`src/rtl/ser_reg_pkg.sv`:
```
package ser_reg_pkg;
  localparam int ADDR_W   = 8;
  localparam int DATA_W   = 16;
  localparam int WR_BITS  = 27;
  localparam int RD_BITS  = 46;
  localparam int PRE_BITS = 32;
  localparam int IN_BITS  = 2 * DATA_W;
  localparam int SH_W     = RD_BITS;
  localparam int CNT_W    = $clog2(SH_W);

  typedef enum logic [2:0] {
    ST_IDLE, ST_SETUP, ST_OUT, ST_OUT_END, ST_TURN, ST_IN, ST_IN_END, ST_TAIL
  } ser_st_e;

  // write frame left-aligned in the shifter
  function automatic logic [SH_W-1:0] wr_frame(input logic [ADDR_W-1:0] a,
                                                input logic [DATA_W-1:0] d);
    return {1'b1, 2'b01, a, d, {(SH_W-WR_BITS){1'b0}}};
  endfunction

  function automatic logic [SH_W-1:0] rd_frame(input logic [6:0] a);
    return {{PRE_BITS{1'b1}}, 2'b01, 2'b10, 1'b0, 2'b00, a};
  endfunction
endpackage

```
`src/rtl/ser_phase_tick.sv`:
```
module ser_phase_tick #(
  parameter int PHASE_CYC = 300
) (
  input  logic clk_i,
  input  logic rst_ni,
  input  logic en_i,
  output logic tick_o
);
  localparam int CW = (PHASE_CYC > 1) ? $clog2(PHASE_CYC) : 1;
  localparam logic [CW-1:0] LAST = CW'(PHASE_CYC - 1);

  logic [CW-1:0] cnt_q;

  always_ff @(posedge clk_i or negedge rst_ni) begin
    if (!rst_ni)                      cnt_q <= '0;
    else if (!en_i || cnt_q == LAST)  cnt_q <= '0;
    else                              cnt_q <= cnt_q + 1'b1;
  end

  assign tick_o = en_i && (cnt_q == LAST);
endmodule

```
`src/rtl/ser_shift_unit.sv`:
```
module ser_shift_unit #(
  parameter int OUT_W = 46,
  parameter int IN_W  = 32
) (
  input  logic             clk_i,
  input  logic             rst_ni,
  input  logic             load_i,
  input  logic [OUT_W-1:0] load_val_i,
  input  logic             shift_i,
  input  logic             sample_i,
  input  logic             sd_i,
  output logic             msb_o,
  output logic [IN_W-1:0]  cap_o
);
  logic [OUT_W-1:0] out_q;
  logic [IN_W-1:0]  in_q;

  always_ff @(posedge clk_i or negedge rst_ni) begin
    if (!rst_ni)       out_q <= '0;
    else if (load_i)   out_q <= load_val_i;
    else if (shift_i)  out_q <= {out_q[OUT_W-2:0], 1'b0};
  end

  always_ff @(posedge clk_i or negedge rst_ni) begin
    if (!rst_ni)        in_q <= '0;
    else if (sample_i)  in_q <= {in_q[IN_W-2:0], sd_i};
  end

  assign msb_o = out_q[OUT_W-1];
  assign cap_o = in_q;
endmodule

```
`src/rtl/ser_reg_master.sv`:
```
module ser_reg_master import ser_reg_pkg::*; #(
  parameter int PHASE_CYC = 300
) (
  input  logic              clk_i,
  input  logic              rst_ni,
  input  logic              start_i,
  input  logic              write_i,
  input  logic [ADDR_W-1:0] addr_i,
  input  logic [DATA_W-1:0] wdata_i,
  output logic              busy_o,
  output logic              done_o,
  output logic [DATA_W-1:0] rdata_o,
  output logic              cs_o,
  output logic              sck_o,
  output logic              sd_o,
  output logic              sd_oe_o,
  input  logic              sd_i
);
  localparam logic [CNT_W-1:0] WR_LAST = CNT_W'(WR_BITS - 1);
  localparam logic [CNT_W-1:0] RD_LAST = CNT_W'(RD_BITS - 1);
  localparam logic [CNT_W-1:0] IN_LAST = CNT_W'(IN_BITS - 1);

  ser_st_e           st_q;
  logic              half_q;   // 0 = low phase, 1 = high phase
  logic [CNT_W-1:0]  bit_q;
  logic [1:0]        pc_q;     // idle-clock phase index
  logic              write_q, odd_q, done_q;
  logic [DATA_W-1:0] rdata_q;

  logic             tick, load, shift, sample, msb;
  logic [SH_W-1:0]  load_val;
  logic [IN_BITS-1:0] cap;
  logic [CNT_W-1:0] out_last;

  assign load     = (st_q == ST_IDLE) && start_i;
  assign load_val = write_i ? wr_frame(addr_i, wdata_i) : rd_frame(addr_i[6:0]);
  assign shift    = tick && (st_q == ST_OUT) && half_q;
  assign sample   = tick && (st_q == ST_IN) && !half_q;
  assign out_last = write_q ? WR_LAST : RD_LAST;

  ser_phase_tick #(.PHASE_CYC(PHASE_CYC)) tick_i (
    .clk_i  (clk_i),
    .rst_ni (rst_ni),
    .en_i   (st_q != ST_IDLE),
    .tick_o (tick)
  );

  ser_shift_unit #(.OUT_W(SH_W), .IN_W(IN_BITS)) shift_i (
    .clk_i      (clk_i),
    .rst_ni     (rst_ni),
    .load_i     (load),
    .load_val_i (load_val),
    .shift_i    (shift),
    .sample_i   (sample),
    .sd_i       (sd_i),
    .msb_o      (msb),
    .cap_o      (cap)
  );

  always_ff @(posedge clk_i or negedge rst_ni) begin
    if (!rst_ni) begin
      st_q    <= ST_IDLE;
      half_q  <= 1'b0;
      bit_q   <= '0;
      pc_q    <= '0;
      write_q <= 1'b0;
      odd_q   <= 1'b0;
      done_q  <= 1'b0;
      rdata_q <= '0;
    end else begin
      done_q <= 1'b0;
      if (load) begin
        st_q    <= ST_SETUP;
        write_q <= write_i;
        odd_q   <= addr_i[0];
      end else if (tick) begin
        unique case (st_q)
          ST_SETUP: begin
            st_q   <= ST_OUT;
            half_q <= 1'b0;
            bit_q  <= '0;
          end
          ST_OUT: begin
            half_q <= ~half_q;
            if (half_q) begin
              if (bit_q == out_last) st_q <= ST_OUT_END;
              else                   bit_q <= bit_q + 1'b1;
            end
          end
          ST_OUT_END: begin
            st_q <= write_q ? ST_TAIL : ST_TURN;
            pc_q <= '0;
          end
          ST_TURN: begin
            pc_q <= pc_q + 1'b1;
            if (pc_q == 2'd3) begin
              st_q   <= ST_IN;
              half_q <= 1'b0;
              bit_q  <= '0;
            end
          end
          ST_IN: begin
            half_q <= ~half_q;
            if (half_q) begin
              if (bit_q == IN_LAST) st_q <= ST_IN_END;
              else                  bit_q <= bit_q + 1'b1;
            end
          end
          ST_IN_END: begin
            st_q <= ST_TAIL;
            pc_q <= '0;
          end
          ST_TAIL: begin
            pc_q <= pc_q + 1'b1;
            if (pc_q == 2'd3) begin
              st_q   <= ST_IDLE;
              done_q <= 1'b1;
              if (!write_q)
                rdata_q <= odd_q ? cap[IN_BITS-1:DATA_W] : cap[DATA_W-1:0];
            end
          end
          default: st_q <= ST_IDLE;
        endcase
      end
    end
  end

  always_comb begin
    sd_oe_o = (st_q == ST_SETUP) || (st_q == ST_OUT) || (st_q == ST_OUT_END);
    cs_o    = write_q && sd_oe_o;
    sd_o    = (st_q == ST_OUT) && msb;
    unique case (st_q)
      ST_OUT, ST_IN:    sck_o = half_q;
      ST_TURN, ST_TAIL: sck_o = ~pc_q[0];
      default:          sck_o = 1'b0;
    endcase
  end

  assign busy_o  = (st_q != ST_IDLE);
  assign done_o  = done_q;
  assign rdata_o = rdata_q;
endmodule

```
`config.mk`:
```
export PLATFORM = sky130hd
export DESIGN_NAME = ser_reg_master
export DESIGN_NICKNAME = d
export VERILOG_FILES = /design/src/rtl/ser_reg_pkg.sv /design/src/rtl/ser_phase_tick.sv /design/src/rtl/ser_shift_unit.sv /design/src/rtl/ser_reg_master.sv
export SDC_FILE = /design/constraint.sdc
export NUM_CORES = 1
export LEC_CHECK = 0
export ABC_CLOCK_PERIOD_IN_PS = 2890
export BUFFER_PORTS_ARGS = -buffer_cell sky130_fd_sc_hd__buf_2
export CAP_MARGIN = 20
export CORE_AREA = 2 2 82 162
export CTS_CLUSTER_SIZE = 8
export DETAILED_ROUTE_END_ITERATION = 6
export DIE_AREA = 0 0 84 164
export RECOVER_POWER = 25
export SKIP_LAST_GASP = 1
export SYNTH_ARGS = -nofsm -noshare
export SYNTH_HDL_FRONTEND = slang
export SYNTH_SLANG_ARGS = --single-unit
```
`constraint.sdc`:
```
create_clock -name clk_i -period 2.89 [get_ports clk_i]
set_input_delay 0.4335 -clock clk_i [delete_from_list [all_inputs] [get_ports clk_i]]
set_output_delay 0.4335 -clock clk_i [all_outputs]
set_load 0.01 [all_outputs]
```
==> PnR_summary.wiki, run 1 <==
{| class="wikitable"
! Metric !! Value
|-
| Relative area change from synthesis to final layout || 18.5%
|-
| Worst path max stage delay || roughly 0.73 ns
|-
| Yosys warning total || 0
|-
| Critical hold path startpoint || sd_i
|-
| Time the final worst path needs with I/O delays and setup || approximately 2.6 ns
|-
| Commonest register cell after synthesis || sky130_fd_sc_hd__dfrtp_1
|-
| Antenna violations before repair || 0
|-
| Power dissipated by switching net loads || 0.00162 W
|-
| Initial standard-cell utilization of the core || 43.8%
|-
| HPWL reported at the end of detailed placement || approximately 7500 um
|-
| Number of flops mapped to enable cells by yosys || 0
|-
| Fraction of the core area covered by cells at the end of the flow || roughly 52%
|-
| Detailed Route Iter0 Violations || between 200 and 250
|-
| Buffers inserted by post-CTS timing repair || 0
|-
| Count of instances resized after the clock tree is built || 0
|-
| Sw Ratio || ~28%
|-
| Count of buffering cells on the critical path with inverters included || 0
|-
| Clock tree from TritonCTS || yes
|-
| VDD IR-drop max || between 0.0005 and 0.0006 V
|-
| CTS Buf Count || 17
|-
| Post-placement worst setup slack || ~0.28 ns
|-
| Class of the most critical setup path || flip-flop to flip-flop
|-
| Area of the die || 13,800 sq um
|-
| Synthesized netlist net count || 564
|-
| CP startpoint || st_q[1]
|-
| Die outline height || roughly 160 um
|-
| Number of instances on the worst hold path || 2
|-
| Share of flip-flops with an asynchronous set or reset || between 90% and 100%
|-
| Maximum number of pins on one net before global-route repair || 63
|-
| Most used routing layer || met2
|-
| Worst slew slack as a fraction of its limit || -46.6%
|-
| Post-CTS Hold Fix Bufs || 0
|-
| Worst path cell trace || and2b_1 > a21oi_1 > o2111ai_2 > or2_1 > o41ai_2
|-
| Num rows || 58
|-
| Path category of the worst min-delay check || input pin to flip-flop
|-
| Global routing usage on met3 || 3.72%
|-
| Crit path required time || between 3 and 4 ns
|-
| Total number of clock tree sinks || approximately 120
|-
| Via count of the first global-routing pass || 4,106
|-
| Number of nets in the final layout || between 600 and 700
|-
| Result of the run || finished, violations left
|-
| Final Max Slew Viols || 39
|-
| Logic gate share of total power || 17.3%
|-
| Global route total overflow || 0
|-
| Power per cell area || around 880 nW/um^2
|-
| GPL Wtd Cong || a little over 0.8
|-
| Maximum fanout count along the critical path || 15
|-
| Setup repair after global routing missed its margin || false
|-
| Total power after layout || around 0.0057 W
|-
| Sequential area share after synthesis || 53.7%
|-
| Critical path arrival || 2.95 ns
|-
| Transition time of the tightest slew-check pin || 2.20 ns
|-
| Top cells by area in the synthesized netlist || sky130_fd_sc_hd__dfrtp_1, sky130_fd_sc_hd__nand2_1, sky130_fd_sc_hd__mux2_2, sky130_fd_sc_hd__a31oi_1, sky130_fd_sc_hd__mux2i_1
|-
| Horizontal extent of the die || between 80 and 90 um
|-
| Crit path capture type || flip-flop
|-
| Longest Clk Path Bufs || 2
|-
| Routed Wire Length || about 11,000 um
|-
| Share of layout cells above drive strength 1 || 25.4%
|-
| Overall fraction of global-route tracks in use || 17.5%
|-
| Max Freq || approximately 0.38 GHz
|-
| Cell leakage power || 3.06 nW
|-
| Global-route wire length before repair || 19,400 um
|-
| Path depth of the worst reg2reg path || 5
|-
| Part of the power in registers || roughly 40%
|-
| Boundary Pins || a little over 50
|-
| Number of storage elements in the synthesis netlist || around 120
|-
| Synth area leader || sky130_fd_sc_hd__dfrtp_1
|-
| Clock latency on the worst-skew pair || 0.41 ns
|-
| Avg Vias per Cell || approximately 5.5
|-
| Critical R2R Launch || st_q[1]
|-
| Final setup viols || 0
|-
| WP depth || 5
|-
| Top cell family by delay on the critical path || compound AO/OA/AOI/OAI gates
|-
| Clock share of power || 43.2%
|-
| Detailed-routing iteration count for the pre-antenna-repair pass || 4
|-
| Final critical-path share of the clock period || 91.5%
|-
| Total DRC errors in the routed layout || 0
|-
| Diode count || 0
|-
| Total core area || 12,600 sq um
|-
| WL per Instance || around 15 um
|-
| Clock tree root buffer cell || sky130_fd_sc_hd__clkbuf_16
|-
| Cell internal pwr || 0.00413 W
|-
| Area share of the largest cell type after synthesis || 53.7%
|-
| Nature of the critical path startpoint || flip-flop
|-
| Max-cap check violation count || 1
|-
| Met2 usage in global routing || a little under a third
|-
| Final Hold Viols || 0
|-
| Cell area after technology mapping || 5490 sq um
|-
| Synth Instances || about 530
|-
| Post-DRT Antenna Nets || 0
|-
| Number of vias in the routed layout || a little over 4,000
|-
| Worst setup margin || about 0.25 ns
|-
| Count of input and output buffers || 50
|-
| Yosys cell types || 57
|-
| CP max stage cell || sky130_fd_sc_hd__a21oi_1
|-
| Violated checks || capacitance limit, slew limit
|-
| Met1 layer usage reported by global route || 20.4%
|-
| H-tree level count || 4
|-
| Accumulated negative setup slack || 0 ns
|-
| Mean instance size in the synthesized netlist || between 10 and 15 sq um
|-
| CTS clk-pin slew, worst paths || around 0.050 ns
|-
| Fin Clk Skew || between 0.008 and 0.009 ns
|-
| Final worst hold slack || between 0.2 and 0.3 ns
|}
-- cell usage after synthesis (3+ instances only) --
cell	count
sky130_fd_sc_hd__nand2_1	122
sky130_fd_sc_hd__dfrtp_1	118
sky130_fd_sc_hd__a31oi_1	40
sky130_fd_sc_hd__mux2_2	33
sky130_fd_sc_hd__nor3_1	28
sky130_fd_sc_hd__nor2_1	20
sky130_fd_sc_hd__clkbuf_1	18
sky130_fd_sc_hd__mux2i_1	16
sky130_fd_sc_hd__o21ai_2	14
sky130_fd_sc_hd__a21oi_1	13
sky130_fd_sc_hd__nand3_1	10
sky130_fd_sc_hd__o21ai_0	9
sky130_fd_sc_hd__buf_2	7
sky130_fd_sc_hd__and3_1	6
sky130_fd_sc_hd__inv_1	6
sky130_fd_sc_hd__buf_4	5
sky130_fd_sc_hd__buf_6	5
sky130_fd_sc_hd__xnor2_1	5
sky130_fd_sc_hd__o31ai_1	4
sky130_fd_sc_hd__ha_1	3
sky130_fd_sc_hd__xor2_1	3
-- path summary, 6_finish.rpt --
path / endpoint / slack, ns
setup / recovery: bit_q[2] / 0.25
hold / removal: shift_i.cap_o[0] / 0.26
setup reg to reg: bit_q[2] / 0.25
hold reg to reg: rdata_o[11] / 0.47
max in group asynchronous: shift_i.cap_o[19] / 0.71
min in group asynchronous: rdata_o[0] / 0.67
-- flip-flops by register name, summed over array words and instances, names as in the netlist --
register / flops
shift_i.out_q: 46
shift_i.cap_o: 32
rdata_o: 16
tick_i.cnt_q: 9
bit_q: 6
st_q: 3
pc_q: 2
done_o: 1
half_q: 1
odd_q: 1
write_q: 1
-- metal layers --
layer  routed length [um]  up-vias
met5                    0        -
met4                  232        0
met3                  264       19
met2                 6260       59
met1                 4650     2031
li1                     -     1952
-- layout make-up --
type / instances / area (sq um)
inverters: 6 / 22.5
repair buffers: 60 / 334
clock buffers: 20 / 447
flip-flops and latches: 118 / 2950
well taps: 150 / 188
clock inverters: 12 / 249
multi-input cells: 371 / 2320
fillers: 1139 / 6040
-- cell families (layout without fill, tap and decap cells) --
group	Yosys count	count (layout)	share of synthesized area (%)
buf+inv	43	98	4.12
compound gates	101	101	12.8
flops	118	118	53.7
simple gates	210	210	17.7
fa+ha+maj	3	3	0.683
xor+xnor	8	8	1.28
mux	49	49	9.68
-- power by group through the flow --
stage          Combinational, W  Clock (W)  Sequential (W)
6_report               0.000993    0.00248         0.00227
5_1_grt                 0.00114    0.00260         0.00232
4_1_cts                 0.00101    0.00252         0.00227
3_5_place_dp            0.00100          0         0.00229
3_3_place_gp           0.000973          0         0.00228
2_1_floorplan          0.000856          0         0.00214
-- cells in the final DEF, fill, tap and decap left out, types with 10 or more instances in the layout --
cell	synthesis	layout
sky130_fd_sc_hd__buf_2	7	49
sky130_fd_sc_hd__mux2_2	33	33
sky130_fd_sc_hd__a21oi_1	13	13
sky130_fd_sc_hd__nand2_1	122	121
sky130_fd_sc_hd__nand3_1	10	10
sky130_fd_sc_hd__dfrtp_1	118	118
sky130_fd_sc_hd__nor3_1	28	28
sky130_fd_sc_hd__clkbuf_16	0	17
sky130_fd_sc_hd__a31oi_1	40	40
sky130_fd_sc_hd__o21ai_2	14	14
sky130_fd_sc_hd__mux2i_1	16	16
sky130_fd_sc_hd__nor2_1	20	20
-- through the flow --
step | std cells | cell area (sq um)
final | 737 | 6510
after global routing | 737 | 6510
after CTS | 737 | 6520
after detailed placement | 705 | 5820
after global placement | 705 | 5820
after floorplan | 532 | 5490
-- worst register-to-register path: cells and delay by family, from the launching register on --
| family | cells | cell delay (ns) |
|---|---|---|
| compound gates | 3 | 1.23 |
| simple gates | 2 | 0.69 |
| flops | 1 | 0.62 |
Power figures use the tool's default switching activity.
==> run 2: changes to the inputs <==
ABC_CLOCK_PERIOD_IN_PS = 2650   (was 2890)
CORE_AREA = 2 2 99 197   (was 2 2 82 162)
DIE_AREA = 0 0 101 199   (was 0 0 84 164)
clock period = 2.65 ns   (was 2.89 ns; I/O delays follow)
==> run 2 against run 1 <==
Effect of this change: the run now ends clean; utilization decreased by 17 points; global-route usage is 5.4 points lower; total power is 0.34% lower; clock-buffer cell count stayed put; non-clock buffer count is 6 higher; critical path type is now flip-flop to output pin; critical endpoint is now sck_o; largest cell class unchanged; highest routed layer unchanged.
==> PnR_summary.wiki, run 2 (synthesis gave the netlist of run 1 again) <==
{| class="wikitable"
! Metric !! Value
|-
| Result of the run || finished, final reports clean
|-
| Crit path capture type || output pin
|-
| Final Max Slew Viols || 0 (-100%)
|-
| Global-route wire length before repair || 19,300 um (-0.57%)
|-
| Detailed-routing iteration count for the pre-antenna-repair pass || 5 (+1)
|-
| Transition time of the tightest slew-check pin || 1.01 ns (-1.19 ns)
|-
| Final Hold Viols || 0 (unchanged)
|-
| Maximum number of pins on one net before global-route repair || 47 (-25%)
|-
| Area of the die || 20,100 sq um (+46%)
|-
| Crit path required time || 2.25 ns (-0.94 ns)
|-
| Routed Wire Length || 11,500 um (+0.73%)
|-
| Register ranked first by flip-flop count || shift_i.out_q
|-
| Max FFs per register || 46 (unchanged)
|-
| Share of layout cells above drive strength 1 || 25.8% (+0.42 points)
|-
| Fin Clk Skew || 0.00780 ns (-0.000656 ns)
|-
| Commonest cells after routing, fill and taps aside || sky130_fd_sc_hd__nand2_1, sky130_fd_sc_hd__dfrtp_1, sky130_fd_sc_hd__buf_2
|-
| Total core area || 18,700 sq um (+49%)
|-
| CP max stage cell || sky130_fd_sc_hd__dfrtp_1
|-
| Max-cap check violation count || 0 (-1)
|-
| Post-DRT Antenna Nets || 0 (unchanged)
|-
| Longest Clk Path Bufs || 2 (unchanged)
|-
| Final critical-path share of the clock period || between 80% and 90%
|-
| Class of the most critical setup path || flip-flop to output pin
|-
| Path category of the worst min-delay check || input pin to flip-flop
|-
| Count of input and output buffers || 50 (unchanged)
|-
| Worst path cell trace || nor3b_2 > buf_4 > a22o_1 > buf_2
|-
| H-tree level count || 4 (unchanged)
|-
| Fraction of the core area covered by cells at the end of the flow || 34.9% (-17 points)
|-
| VDD IR-drop max || 0.000382 V (-24%)
|-
| Most common library cell in the layout ignoring fill and taps || sky130_fd_sc_hd__nand2_1
|-
| Overall fraction of global-route tracks in use || 12.2% (-5.4 points)
|-
| Max Freq || between 0.4 and 0.5 GHz
|-
| CTS Buf Count || 17 (unchanged)
|-
| HPWL reported at the end of detailed placement || 7920 um (+6.0%)
|-
| CTS clk-pin slew, worst paths || 0.06 ns (about the same)
|-
| Clock tree from TritonCTS || yes
|-
| Nature of the critical path startpoint || flip-flop
|-
| Worst slew slack as a fraction of its limit || 32.9% (+80 points)
|-
| Time the final worst path needs with I/O delays and setup || ~2.3 ns
|-
| Boundary Pins || 51 (unchanged)
|-
| Initial standard-cell utilization of the core || 29.5% (-14 points)
|-
| Number of vias in the routed layout || 4,069 (+0.20%)
|-
| Total DRC errors in the routed layout || 0 (unchanged)
|-
| Maximum fanout count along the critical path || 19 (+4)
|-
| Power per cell area || 880 nW/um^2 (-0.32%)
|-
| Fillers || 1,883 (+65%)
|-
| Cell leakage power || 3.01 nW (-1.6%)
|-
| Avg Vias per Cell || 5.01 (-9.1%)
|-
| Detailed Route Iter0 Violations || 248 (+19%)
|-
| Clock tree root buffer cell || sky130_fd_sc_hd__clkbuf_16
|-
| Global route total overflow || 0 (unchanged)
|-
| Total number of clock tree sinks || 118 (unchanged)
|-
| Worst path max stage delay || 0.58 ns (-0.15 ns)
|-
| Horizontal extent of the die || 101 um (+20%)
|-
| Setup repair after global routing missed its margin || false
|-
| Die outline height || 199 um (+21%)
|-
| Diode count || 0 (unchanged)
|-
| Final setup viols || 0 (unchanged)
|-
| Critical path arrival || 1.92 ns (-1.03 ns)
|-
| Relative area change from synthesis to final layout || 18.5% (about the same)
|-
| Clock latency on the worst-skew pair || 0.41 ns (about the same)
|-
| Via count of the first global-routing pass || 4,109 (+0.073%)
|-
| Num rows || 71 (+22%)
|-
| Accumulated negative setup slack || 0 ns (unchanged)
|-
| Antenna violations before repair || 0 (unchanged)
|-
| Number of nets in the final layout || 612 (+0.99%)
|-
| GPL Wtd Cong || 0.832 (+1.2%)
|-
| WL per Instance || 14.2 um (-8.6%)
|}
==> run 2: worst paths after layout <==
kind                            startpoint  depth (start not counted)           endpoint  slack (ns)
min in group asynchronous           rst_ni                          2    tick_i.cnt_q[4]        0.68
worst max-delay path               st_q[0]                          4              sck_o        0.34
worst min-delay path                  sd_i                          2   shift_i.cap_o[0]        0.22
worst min register to register  rdata_o[3]                          2         rdata_o[3]        0.47
max in group asynchronous           rst_ni                          3         rdata_o[9]        0.73
worst max register to register     st_q[0]                          4  shift_i.out_q[17]        0.46
==> run 2: stage by stage <==
| step | power (W) | setup slack [ns] | std cells | hold WS (ns) | instance area [sq um] |
|---|---|---|---|---|---|
| after floorplan | 0.00327 | 0.759 | 532 | 0.102 | 5490 |
| after global placement | 0.00358 | 0.519 | 779 | 0.405 | 5960 |
| after detailed placement | 0.00361 | 0.496 | 779 | 0.412 | 5960 |
| after CTS | 0.00578 | 0.328 | 812 | 0.213 | 6520 |
| after global routing | 0.00606 | 0.186 | 812 | 0.226 | 6510 |
| final | 0.00573 | 0.335 | 812 | 0.221 | 6510 |
==> run 2: critical path: cells and delay by family, from the launching register on <==
| family | cells | cell delay (ns) |
|---|---|---|
| AO/OA/AOI/OAI | 1 | 0.19 |
| buffers and inverters | 2 | 0.35 |
| flip-flops | 1 | 0.58 |
| AND/OR/NAND/NOR | 1 | 0.39 |
==> run 2: area by class of cell <==
class	instances	area (sq um)	share of cell area, %
clock inverters	12	105	1.61
repair buffers	66	390	6.00
flip-flops and latches	118	2950	45.4
inverters	6	22.5	0.346
clock buffers	20	447	6.86
well taps	219	274	4.21
multi-input cells	371	2320	35.6
==> run 2: timing repair <==
action                                  in CTS  in global routing
hold endpoints to repair                    36                  0
buffers inserted                             0                  0
endpoints found under the setup margin       0                  0
gates resized for setup                      0                  0
hold buffers                                 1                  0
==> run 2: report_power, final <==
part           switching (W)  internal (W)
combinational       0.000665      0.000476
clock               0.000837       0.00131
sequential          0.000284       0.00216
total                0.00179       0.00394
==> run 2: per-layer routing <==
metal  part of all wire, %  global-route usage, %  vias to the layer above  routed length [um]
met4                   3.7                   7.06                        0                 428
met1                    39                   12.9                     2003                4480
li1                      -                      -                     1965                   -
met5                     0                      0                        -                   0
met3                   2.4                   2.46                       29                 273
met2                    55                   21.9                       72                6320
==> run 3: changes to the inputs <==
CORE_AREA = 2 2 108 215   (was 2 2 99 197)
DIE_AREA = 0 0 110 217   (was 0 0 101 199)
==> run 3 against run 2 <==
Effect of this change: global-route usage shrank 2.3 points; final cell count grew 6.9%; worst setup slack better by 0.049 ns; total power up 3.5%; non-clock buffer count decreased by 5; wire length is 3.8% lower; first-iteration DRC count up 39%; design area increased by 1.5%; clock skew is 0.0013 ns higher; sequential power is 2% higher; flip-flop and latch count unchanged; highest routed layer unchanged.
==> PnR_summary.wiki, run 3 (synthesis gave the netlist of run 1 again) <==
{| class="wikitable"
! Metric !! Value
|-
| Result of the run || finished, final reports clean
|-
| Critical path arrival || 1.87 ns (-0.05 ns)
|-
| Diode count || 0 (unchanged)
|-
| WL per Instance || 12.7 um (-10%)
|-
| Worst reg-to-reg setup slack || 0.53 ns (+0.07 ns)
|-
| Global-route wire length before repair || 18,900 um (-2.3%)
|-
| Time the final worst path needs with I/O delays and setup || 2.27 ns (-0.0493 ns)
|-
| Final worst hold slack || 0.239 ns (+0.0181 ns)
|-
| Accumulated negative setup slack || 0 ns (unchanged)
|-
| Maximum number of pins on one net before global-route repair || 51 (+8.5%)
|-
| Total number of clock tree sinks || 118 (unchanged)
|-
| Overall fraction of global-route tracks in use || 9.88% (-2.3 points)
|-
| Clock latency on the worst-skew pair || 0.41 ns (about the same)
|-
| GPL Wtd Cong || 0.781 (-6.2%)
|-
| Die outline height || 217 um (+9.0%)
|-
| Class of the most critical setup path || flip-flop to output pin
|-
| Setup repair after global routing missed its margin || false
|-
| Transition time of the tightest slew-check pin || 1.22 ns (+0.215 ns)
|-
| Max Freq || 0.441 GHz (+2.2%)
|-
| Share of layout cells above drive strength 1 || 25.9% (+0.049 points)
|-
| Path category of the worst min-delay check || input pin to asynchronous set/reset pin
|-
| Avg Vias per Cell || 4.60 (-8.2%)
|-
| Relative area change from synthesis to final layout || 20.2%
|-
| Horizontal extent of the die || 110 um (+8.9%)
|-
| Total power after layout || 0.00593 W (+3.5%)
|-
| Path depth of the worst reg2reg path || 5 (+1)
|-
| Routed Wire Length || 11,100 um (-3.8%)
|-
| Longest Clk Path Bufs || 2 (unchanged)
|-
| Post-DRT Antenna Nets || 0 (unchanged)
|-
| H-tree level count || 4 (unchanged)
|-
| Register ranked first by flip-flop count || shift_i.out_q
|-
| Power per cell area || 898 nW/um^2 (+2.0%)
|-
| Final Hold Viols || 0 (unchanged)
|-
| Worst flop-to-flop path endpoint || bit_q[3]
|-
| Number of vias in the routed layout || 3,995 (-1.8%)
|-
| Fin Clk Skew || 0.00908 ns (+0.00128 ns)
|-
| Final setup viols || 0 (unchanged)
|-
| Crit path capture type || output pin
|-
| Boundary Pins || 51 (unchanged)
|-
| Count of input and output buffers || 50 (unchanged)
|-
| Worst slew slack as a fraction of its limit || 18.6% (-14 points)
|-
| Area of the die || 23,900 sq um (+19%)
|-
| Initial standard-cell utilization of the core || 24.6% (-4.9 points)
|-
| Final Max Slew Viols || 0 (unchanged)
|-
| CTS Buf Count || 17 (unchanged)
|-
| Most common library cell in the layout ignoring fill and taps || sky130_fd_sc_hd__nand2_1
|-
| Global route total overflow || 0 (unchanged)
|-
| Final critical-path share of the clock period || 85.5% (-1.9 points)
|-
| HPWL reported at the end of detailed placement || 7020 um (-11%)
|-
| Crit path required time || 2.25 ns (about the same)
|-
| Via count of the first global-routing pass || 3,758 (-8.5%)
|-
| CTS clk-pin slew, worst paths || 0.05 ns (about the same)
|-
| Total core area || 22,300 sq um (+20%)
|-
| Detailed Route Iter0 Violations || 344 (+39%)
|-
| Nature of the critical path startpoint || flip-flop
|-
| Num rows || 78 (+9.9%)
|-
| Post-placement worst setup slack || 0.529 ns (+0.0325 ns)
|-
| Maximum fanout count along the critical path || 15 (-4)
|-
| Antenna violations before repair || 0 (unchanged)
|-
| Clock tree root buffer cell || sky130_fd_sc_hd__clkbuf_16
|-
| Post-CTS Hold Fix Bufs || 0 (-1)
|-
| Detailed-routing iteration count for the pre-antenna-repair pass || 5 (unchanged)
|-
| Max FFs per register || 46 (unchanged)
|-
| VDD IR-drop max || 0.000494 V (+29%)
|-
| Commonest cells after routing, fill and taps aside || sky130_fd_sc_hd__nand2_1, sky130_fd_sc_hd__dfrtp_1, sky130_fd_sc_hd__buf_2
|-
| Count of instances resized after the clock tree is built || 0 (unchanged)
|-
| Number of nets in the final layout || 607 (-0.82%)
|-
| Worst setup margin || 0.384 ns (+0.0493 ns)
|-
| Critical R2R Launch || st_q[1]
|-
| Cell leakage power || 3.03 nW (+0.40%)
|-
| Buffers inserted by post-CTS timing repair || 0 (unchanged)
|-
| Total DRC errors in the routed layout || 0 (unchanged)
|-
| Max-cap check violation count || 0 (unchanged)
|-
| Clock tree from TritonCTS || yes
|}
==> run 3: cell count changes in the layout (fill, tap and decap cells not counted), sizes merged <==
cell / before / now
clkinv: 5 / 3
bufinv: 1 / 3
clkinvlp: 5 / 4
dlygate4sd3: 1 / 0
buf: 62 / 59
==> run 3: where the power goes <==
part	leakage (nW)	switching [W]	total [W]	internal, W
sequential	1.48	0.000341	0.00250	0.00216
combinational	1.25	0.000597	0.00107	0.000469
clock	0.292	0.000810	0.00236	0.00155
total	3.03	0.00175	0.00593	0.00418
==> run 3: metrics by stage <==
stage,utilization [%],cell area (sq um),cells
finish,29.5,6600,868
floorplan,-,5490,532
CTS,29.6,6620,868
global route,29.5,6600,868
detailed placement,26.9,6000,836
global placement,26.9,6000,836
==> run 3: worst max path at each step <==
stage | startpoint | endpoint | slack [ns] | depth (start not counted)
2_1_floorplan | tick_i.cnt_q[2] | rdata_o[2] | 0.76 | 7
3_3_place_gp | st_q[1] | bit_q[3] | 0.62 | 5
3_5_place_dp | st_q[0] | bit_q[3] | 0.53 | 5
4_1_cts | st_q[0] | sck_o | 0.35 | 4
5_1_grt | rst_ni | shift_i.cap_o[25] | 0.18 | 2
6_report | st_q[1] | sck_o | 0.38 | 4
==> run 3: cell type report <==
| type | instances | area (sq um) |
|---|---|---|
| inverters | 6 | 22.5 |
| flip-flops and latches | 118 | 2950 |
| multi-input cells | 371 | 2320 |
| fillers | 2274 | 15700 |
| clock buffers | 21 | 470 |
| well taps | 280 | 350 |
| clock inverters | 11 | 148 |
| repair buffers | 61 | 343 |
==> run 3: routing by layer <==
| metal | global-route usage (%) | vias to the layer above | part of all wire, % |
|---|---|---|---|
| met1 | 14.1 | 1917 | 47 |
| li1 | - | 1959 | - |
| met3 | 3.50 | 6 | 5.9 |
| met2 | 14.0 | 113 | 46 |
| met4 | 2.83 | 0 | 0.55 |
| met5 | 0 | - | 0 |
==> run 3: worst max-delay path, stage by stage, from the launching register on <==
cell	delay [ns]
sky130_fd_sc_hd__dfrtp_1	0.60
sky130_fd_sc_hd__nor3b_2	0.38
sky130_fd_sc_hd__buf_4	0.20
sky130_fd_sc_hd__a22o_1	0.14
sky130_fd_sc_hd__buf_2	0.14
